<file path="config.mk">
export PLATFORM = sky130hd
export DESIGN_NAME = uart_pm_ctrl
export DESIGN_NICKNAME = d
export VERILOG_FILES = /design/src/rtl/uart_pm_pkg.sv /design/src/rtl/pm_baud_cnt.sv /design/src/rtl/pm_wake.sv /design/src/rtl/pm_tx.sv /design/src/rtl/pm_rx.sv /design/src/rtl/uart_pm_ctrl.sv
export SDC_FILE = /design/constraint.sdc
export NUM_CORES = 1
export LEC_CHECK = 0
export ABC_AREA = 1
export CAP_MARGIN = 20
export CORE_MARGIN = 5
export CORE_UTILIZATION = 30
export CTS_CLUSTER_DIAMETER = 120
export DETAILED_ROUTE_END_ITERATION = 8
export PLACE_DENSITY = 0.51
export SLEW_MARGIN = 20
export SYNTH_ARGS = -nofsm -noshare
export SYNTH_HDL_FRONTEND = slang
export SYNTH_HIERARCHICAL = 1
export SYNTH_SLANG_ARGS = --single-unit
export TNS_END_PERCENT = 5
</file>
<file path="constraint.sdc">
create_clock -name clk_i -period 3.97 [get_ports clk_i]
set_clock_uncertainty 0.1 [all_clocks]
set_input_delay 0.794 -clock clk_i [delete_from_list [all_inputs] [get_ports clk_i]]
set_output_delay 0.794 -clock clk_i [all_outputs]
set_load 0.01 [all_outputs]
</file>
<file path="src/rtl/uart_pm_pkg.sv">
package uart_pm_pkg;
  typedef enum logic [1:0] {
    ST_IDLE  = 2'd0,
    ST_START = 2'd1,
    ST_DATA  = 2'd2,
    ST_STOP  = 2'd3
  } frame_st_e;
endpackage

</file>
<file path="src/rtl/pm_baud_cnt.sv">
module pm_baud_cnt #(
  parameter int DIV_W = 8
) (
  input  logic             clk_i,
  input  logic             rst_ni,
  input  logic             clr_i,
  input  logic             adv_i,
  output logic [DIV_W-1:0] cnt_o
);
  always_ff @(posedge clk_i or negedge rst_ni) begin
    if (!rst_ni)     cnt_o <= '0;
    else if (clr_i)  cnt_o <= '0;
    else if (adv_i)  cnt_o <= cnt_o + DIV_W'(1);
  end
endmodule

</file>
<file path="src/rtl/pm_wake.sv">
module pm_wake (
  input  logic clk_i,
  input  logic rst_ni,
  input  logic rx_i,
  input  logic sleep_i,
  input  logic wake_en_i,
  input  logic en_i,
  output logic rx_s_o,
  output logic fall_o,
  output logic flag_o
);
  logic s1_q, s2_q, prev_q;

  // always-on domain: keeps sampling while the bit counters are held
  always_ff @(posedge clk_i or negedge rst_ni) begin
    if (!rst_ni) begin
      s1_q   <= 1'b1;
      s2_q   <= 1'b1;
      prev_q <= 1'b1;
    end else begin
      s1_q   <= rx_i;
      s2_q   <= s1_q;
      prev_q <= s2_q;
    end
  end

  assign rx_s_o = s2_q;
  assign fall_o = prev_q & ~s2_q;

  always_ff @(posedge clk_i or negedge rst_ni) begin
    if (!rst_ni)                                  flag_o <= 1'b0;
    else if (!sleep_i)                            flag_o <= 1'b0;
    else if (wake_en_i && en_i && fall_o)         flag_o <= 1'b1;
  end

  AST_WAKE_CLR_ON_EXIT: assert property (@(posedge clk_i) disable iff (!rst_ni)
    !sleep_i |=> !flag_o);
  AST_WAKE_ARMED: assert property (@(posedge clk_i) disable iff (!rst_ni)
    $rose(flag_o) |-> $past(wake_en_i && en_i && sleep_i));
endmodule

</file>
<file path="src/rtl/pm_tx.sv">
module pm_tx
  import uart_pm_pkg::*;
#(
  parameter int DIV_W  = 8,
  parameter int DATA_W = 8
) (
  input  logic              clk_i,
  input  logic              rst_ni,
  input  logic              abort_i,
  input  logic              run_i,
  input  logic              start_i,
  input  logic [DATA_W-1:0] data_i,
  input  logic [DIV_W-1:0]  div_i,
  output logic              tx_o,
  output logic              busy_o
);
  localparam int IDX_W = $clog2(DATA_W);

  frame_st_e         st_q;
  logic [DATA_W-1:0] sh_q;
  logic [IDX_W-1:0]  idx_q;
  logic [DIV_W-1:0]  cnt;
  logic              wrap;

  assign wrap = (cnt == div_i - DIV_W'(1));

  pm_baud_cnt #(.DIV_W(DIV_W)) u_cnt (
    .clk_i  (clk_i),
    .rst_ni (rst_ni),
    .clr_i  (abort_i | (st_q == ST_IDLE) | (run_i & wrap)),
    .adv_i  (run_i & (st_q != ST_IDLE)),
    .cnt_o  (cnt)
  );

  always_ff @(posedge clk_i or negedge rst_ni) begin
    if (!rst_ni) begin
      st_q  <= ST_IDLE;
      sh_q  <= '0;
      idx_q <= '0;
    end else if (abort_i) begin
      st_q  <= ST_IDLE;
      idx_q <= '0;
    end else if (run_i) begin
      unique case (st_q)
        ST_IDLE: if (start_i) begin
          st_q  <= ST_START;
          sh_q  <= data_i;
          idx_q <= '0;
        end
        ST_START: if (wrap) st_q <= ST_DATA;
        ST_DATA: if (wrap) begin
          sh_q  <= sh_q >> 1;
          idx_q <= idx_q + IDX_W'(1);
          if (idx_q == IDX_W'(DATA_W - 1)) st_q <= ST_STOP;
        end
        ST_STOP: if (wrap) st_q <= ST_IDLE;
        default: st_q <= ST_IDLE;
      endcase
    end
  end

  always_comb begin
    unique case (st_q)
      ST_START: tx_o = 1'b0;
      ST_DATA:  tx_o = sh_q[0];
      default:  tx_o = 1'b1;
    endcase
  end
  assign busy_o = (st_q != ST_IDLE);

  AST_TX_ABORT_IDLE: assert property (@(posedge clk_i) disable iff (!rst_ni)
    abort_i |=> (tx_o && !busy_o));
  AST_TX_FROZEN: assert property (@(posedge clk_i) disable iff (!rst_ni)
    (!abort_i && !run_i) |=> $stable(tx_o));
  AST_TX_NO_START: assert property (@(posedge clk_i) disable iff (!rst_ni)
    (!busy_o && !(run_i && start_i)) |=> !busy_o);
endmodule

</file>
<file path="src/rtl/pm_rx.sv">
module pm_rx
  import uart_pm_pkg::*;
#(
  parameter int DIV_W  = 8,
  parameter int DATA_W = 8
) (
  input  logic              clk_i,
  input  logic              rst_ni,
  input  logic              abort_i,
  input  logic              run_i,
  input  logic              rx_s_i,
  input  logic              fall_i,
  input  logic [DIV_W-1:0]  div_i,
  output logic              valid_o,
  output logic [DATA_W-1:0] data_o
);
  localparam int IDX_W = $clog2(DATA_W);

  frame_st_e         st_q;
  logic [DATA_W-1:0] sh_q;
  logic [IDX_W-1:0]  idx_q;
  logic [DIV_W-1:0]  cnt;
  logic              wrap, mid, clr;

  assign wrap = (cnt == div_i - DIV_W'(1));
  assign mid  = (cnt == (div_i >> 1) - DIV_W'(1));
  assign clr  = abort_i | (st_q == ST_IDLE)
              | (run_i & ((st_q == ST_START) ? mid : wrap));

  pm_baud_cnt #(.DIV_W(DIV_W)) u_cnt (
    .clk_i  (clk_i),
    .rst_ni (rst_ni),
    .clr_i  (clr),
    .adv_i  (run_i & (st_q != ST_IDLE)),
    .cnt_o  (cnt)
  );

  always_ff @(posedge clk_i or negedge rst_ni) begin
    if (!rst_ni) begin
      st_q    <= ST_IDLE;
      sh_q    <= '0;
      idx_q   <= '0;
      valid_o <= 1'b0;
      data_o  <= '0;
    end else begin
      valid_o <= 1'b0;
      if (abort_i) begin
        st_q  <= ST_IDLE;
        idx_q <= '0;
      end else if (run_i) begin
        unique case (st_q)
          ST_IDLE: if (fall_i) st_q <= ST_START;
          ST_START: if (mid) begin
            st_q  <= rx_s_i ? ST_IDLE : ST_DATA;
            idx_q <= '0;
          end
          ST_DATA: if (wrap) begin
            sh_q  <= {rx_s_i, sh_q[DATA_W-1:1]};
            idx_q <= idx_q + IDX_W'(1);
            if (idx_q == IDX_W'(DATA_W - 1)) st_q <= ST_STOP;
          end
          ST_STOP: if (wrap) begin
            st_q <= ST_IDLE;
            if (rx_s_i) begin
              valid_o <= 1'b1;
              data_o  <= sh_q;
            end
          end
          default: st_q <= ST_IDLE;
        endcase
      end
    end
  end

  AST_RX_ABORT_DROPS: assert property (@(posedge clk_i) disable iff (!rst_ni)
    abort_i |=> !valid_o);
  AST_RX_DATA_KEPT: assert property (@(posedge clk_i) disable iff (!rst_ni)
    !valid_o |-> $stable(data_o));
  AST_RX_PULSE: assert property (@(posedge clk_i) disable iff (!rst_ni)
    valid_o |=> !valid_o);
endmodule

</file>
<file path="src/rtl/uart_pm_ctrl.sv">
module uart_pm_ctrl #(
  parameter int DIV_W  = 8,
  parameter int DATA_W = 8
) (
  input  logic              clk_i,
  input  logic              rst_ni,
  input  logic              en_i,
  input  logic              sleep_i,
  input  logic              idle_i,
  input  logic              stop_idle_i,
  input  logic              wake_en_i,
  input  logic              rxie_i,
  input  logic [DIV_W-1:0]  baud_div_i,
  input  logic              tx_start_i,
  input  logic [DATA_W-1:0] tx_data_i,
  input  logic              rx_i,
  output logic              tx_o,
  output logic              tx_busy_o,
  output logic              rx_valid_o,
  output logic [DATA_W-1:0] rx_data_o,
  output logic              rx_irq_o,
  output logic              wake_o
);
  logic abort, run, rx_s, fall, wake_flag;

  assign abort = sleep_i | ~en_i;
  assign run   = ~abort & ~(idle_i & stop_idle_i);

  pm_wake u_wake (
    .clk_i     (clk_i),
    .rst_ni    (rst_ni),
    .rx_i      (rx_i),
    .sleep_i   (sleep_i),
    .wake_en_i (wake_en_i),
    .en_i      (en_i),
    .rx_s_o    (rx_s),
    .fall_o    (fall),
    .flag_o    (wake_flag)
  );

  pm_tx #(.DIV_W(DIV_W), .DATA_W(DATA_W)) u_tx (
    .clk_i   (clk_i),
    .rst_ni  (rst_ni),
    .abort_i (abort),
    .run_i   (run),
    .start_i (tx_start_i),
    .data_i  (tx_data_i),
    .div_i   (baud_div_i),
    .tx_o    (tx_o),
    .busy_o  (tx_busy_o)
  );

  pm_rx #(.DIV_W(DIV_W), .DATA_W(DATA_W)) u_rx (
    .clk_i   (clk_i),
    .rst_ni  (rst_ni),
    .abort_i (abort),
    .run_i   (run),
    .rx_s_i  (rx_s),
    .fall_i  (fall),
    .div_i   (baud_div_i),
    .valid_o (rx_valid_o),
    .data_o  (rx_data_o)
  );

  // wake edge bypasses any per-character threshold
  assign rx_irq_o = rx_valid_o | wake_flag;
  assign wake_o   = wake_flag & rxie_i;

  AST_SLEEP_NO_RX: assert property (@(posedge clk_i) disable iff (!rst_ni)
    sleep_i |=> !rx_valid_o);
  AST_WAKE_ONLY_IN_SLEEP: assert property (@(posedge clk_i) disable iff (!rst_ni)
    (wake_o && !sleep_i) |=> !wake_o);
endmodule

</file>
==> impl_metrics.json <==
{
  "cts_max_path_buffers": 2,
  "r2r_end": "u_tx/sh_q[2]",
  "post_synth_instance_area_mm2": 0.003946,
  "avgSynthCellArea_um2": 7.446,
  "endpoint": "u_rx/u_cnt/cnt_o[6]",
  "antenna_left": 0,
  "cts_setup_buffers": 0,
  "wl_per_cell_um": 11.57,
  "maximum_number_of_pins_on_one_net_before_global_route_repair": 31,
  "grt_first_pass_wirelength_um": 15500,
  "final_min_period_over_clock_period": 0.8221,
  "worstSkewPairLatency_ns": 0.30,
  "worstSetupPathType": "in -> reg",
  "drt-vias-per-instance": 4.519,
  "cp.required_ns": 4.09,
  "r2r_start": "u_tx/st_q[0]",
  "grt.overflow.total": 0,
  "die_width_um": 124.7,
  "tritoncts_clock_tree": "done",
  "dpl.hpwl_um": 6587,
  "crit_top_cell": "sky130_fd_sc_hd__nor2_1",
  "fraction_of_final_layout_cells_sized_beyond_drive_strength_1": 0.1526,
  "area_delta_synth_final_pct": 18.20,
  "pin_slew_with_the_least_headroom_to_its_limit_ns": 0.6472,
  "setup.worst_path.start_class": "input pin",
  "setup_viol": 0,
  "drt_pass1_iterations": 5,
  "power_per_cell_area_mw_per_mm2": 278.6,
  "start_util": 0.3016,
  "initial_antenna_violation_count": 0,
  "cts_made_buffers": 5,
  "drcViolationCount": 0,
  "synth_nets": 570,
  "core.rowCount": 42,
  "synthesis.yosys.warnings": 6,
  "cts.root.buffer_cell": "sky130_fd_sc_hd__clkbuf_16",
  "globalRouteTotalUtil": 0.1171,
  "drv.max_cap_violation_count": 0,
  "timing.fmax_mhz": 306.4,
  "post_cts_resized": 0,
  "path_clk_slew_ns": 0.07,
  "routed-via-count": 3371,
  "data_arrival_time_of_the_critical_path_ns": 3.39,
  "antenna_cells": 0,
  "die_area_mm2": 0.01555,
  "fillerInstances": 1417,
  "worstPathBufferInverterCount": 4,
  "rsz0062_at_grt": "false",
  "design.final.nets": 609,
  "postCtsHoldBufs": 0,
  "seq_area_frac_synth": 0.3497,
  "first_global_vias": 3345,
  "placeableCoreArea_mm2": 0.01309,
  "totalNegativeSetupSlack_ns": 0,
  "path_depth": 18,
  "setup_slack_ns": 0.7063,
  "clock_tree.htree_level_count": 2,
  "grt.busiest_layer": "met2",
  "cp_max_fo": 9,
  "ir_drop_v": 0.0002466,
  "max_slew_margin": 0.5686,
  "drtIter0Drc": 184,
  "totalWireLength_um": 8628,
  "p_leak_nw": 2.096,
  "place.port_buffers": 38,
  "r2r_setup_slack_ns": 1.59,
  "cpPeakStageDelay_ns": 0.62,
  "slowest_stage": "sky130_fd_sc_hd__clkdlybuf4s50_1",
  "holdCritPathClass": "reg -> reg",
  "worstRegToRegCells": 7,
  "globalRouteMet3Util": 0.02444,
  "dieHeight_um": 124.7,
  "post-place-ws_ns": 0.3998,
  "yosysUniqueCellTypes": 38,
  "worstSetupEndpointType": "register",
  "place_congestion": 0.8228,
  "syn-instance-count": 530,
  "ys_seq_elements": 55,
  "finalHoldViolations": 0,
  "ios": 39,
  "worstPathCellList": "clkdlybuf4s50_1 > inv_1 > ha_1 > inv_1 > nor2_1 > nand3_1 > nand2_1 > nor2_1 > nand3_4 > nor2_8 > o211ai_1 > nand2_1 > inv_2 > nand2_2 > nand3_2 > nor2_1 > nor2_1 > nor2_1",
  "run_status": "finished, final reports clean",
  "maxSlewViolCount": 0,
  "globalRouteMet2Util": 0.1892,
  "groute.layer.met1.usage": 0.1600,
  "setup.worst_path.start": "baud_div_i[1]",
  "worst_path_dominant_cell_family": "simple AND/OR/NAND/NOR gates",
  "clock_sinks": 55,
  "final_period_minus_worst_setup_slack_ns": 3.264
}
-- synth_stat cells (all sizes together) --
library cell	n	area (um2)
nand2	152	613.1
nor2	77	360.4
inv	72	270.3
dfrtp	52	1301
nand3	52	345.3
o21ai	38	276.5
ha	14	175.2
nand4	13	81.33
a21oi	10	57.56
buf	8	67.56
xnor2	8	70.07
xor2	8	70.07
mux2i	7	70.07
nand3b	4	30.03
dfstp	3	78.83
clkinv	2	7.510
o211ai	2	15.01
o21bai	2	18.77
a211oi	1	7.510
clkbuf	1	5.000
nor3	1	5.000
o21a	1	7.510
or2	1	6.260
or3	1	6.260
-- per-layer routing --
metal	vias up	routed length [um]
met5	-	0
met4	0	95
met1	1556	4408
met2	48	3845
met3	6	278
li1	1761	-
-- cells by family (layout without fill, tap and decap cells) --
| logic type | Yosys count | count (layout) | synth area share |
|---|---|---|---|
| and+or+nand+nor | 301 | 301 | 0.3668 |
| buffers and inverters | 83 | 123 | 0.08877 |
| AOI/OAI and AO/OA | 54 | 54 | 0.09702 |
| xor gates and xnor gates | 16 | 16 | 0.03551 |
| muxes | 7 | 7 | 0.01776 |
| DFF | 55 | 55 | 0.3497 |
| adders and majority gates | 14 | 14 | 0.04439 |
-- how the worst min path moves through the flow --
stage	start	end	cells past startpoint
after floorplan	u_wake/s1_q	u_wake/rx_s_o	0
after global placement	u_wake/s1_q	u_wake/rx_s_o	0
after detailed placement	u_wake/s1_q	u_wake/rx_s_o	0
after CTS	u_wake/s1_q	u_wake/rx_s_o	0
after global routing	u_wake/s1_q	u_wake/rx_s_o	0
final	u_wake/s1_q	u_wake/rx_s_o	0
-- where the power goes --
group,leakage [nW],switching [mW],internal (mW)
sequential,0.748,0.0156,0.585
combinational,1.26,0.108,0.0768
clock,0.0844,0.212,0.301
-- layout make-up --
type	count	area, um2	area share
clock buffers	5	125.1	0.02682
clock inverters	3	47.55	0.01019
inverters	74	277.8	0.05955
multi-input cells	392	2216	0.4751
flip-flops and latches	55	1380	0.2959
well taps	176	220.2	0.04721
repair buffers	41	397.9	0.08530
-- flip-flops by register name (all words and copies together), names as in the netlist --
| signal | cells |
|---|---|
| u_rx/data_o | 8 |
| u_tx/idx_q | 3 |
| u_rx/u_cnt/cnt_o | 8 |
| u_rx/valid_o | 1 |
| u_tx/u_cnt/cnt_o | 8 |
| u_wake/flag_o | 1 |
| u_rx/sh_q | 8 |
| u_rx/st_q | 2 |
| u_tx/st_q | 2 |
| u_rx/idx_q | 3 |
| u_wake/s1_q | 1 |
| u_wake/rx_s_o | 1 |
| u_wake/prev_q | 1 |
| u_tx/sh_q | 8 |
-- per-stage QoR --
stage	hold slack, ns	area, um2	std cells	power (mW)	util
floorplan	0.2452	3946	530	0.7238	-
global placement	0.2457	4492	738	0.7949	0.3433
detailed placement	0.2472	4492	738	0.7995	0.3433
CTS	0.2580	4664	746	1.325	0.3565
global route	0.2681	4664	746	1.376	0.3565
finish	0.2571	4664	746	1.300	0.3565
-- cells in the final DEF (no fill, tap or decap), drive strengths merged --
cell,instances
a211oi,1
a21oi,10
buf,4
bufinv,1
clkbuf,5
clkdlybuf4s50,37
clkinv,3
dfrtp,52
dfstp,3
ha,14
inv,73
mux2i,7
nand2,152
nand3,52
nand3b,4
nand4,13
nor2,77
nor3,1
o211ai,2
o21a,1
o21ai,38
o21bai,2
or2,1
or3,1
xnor2,8
xor2,8
No activity file was read; power rests on OpenSTA's default activity.
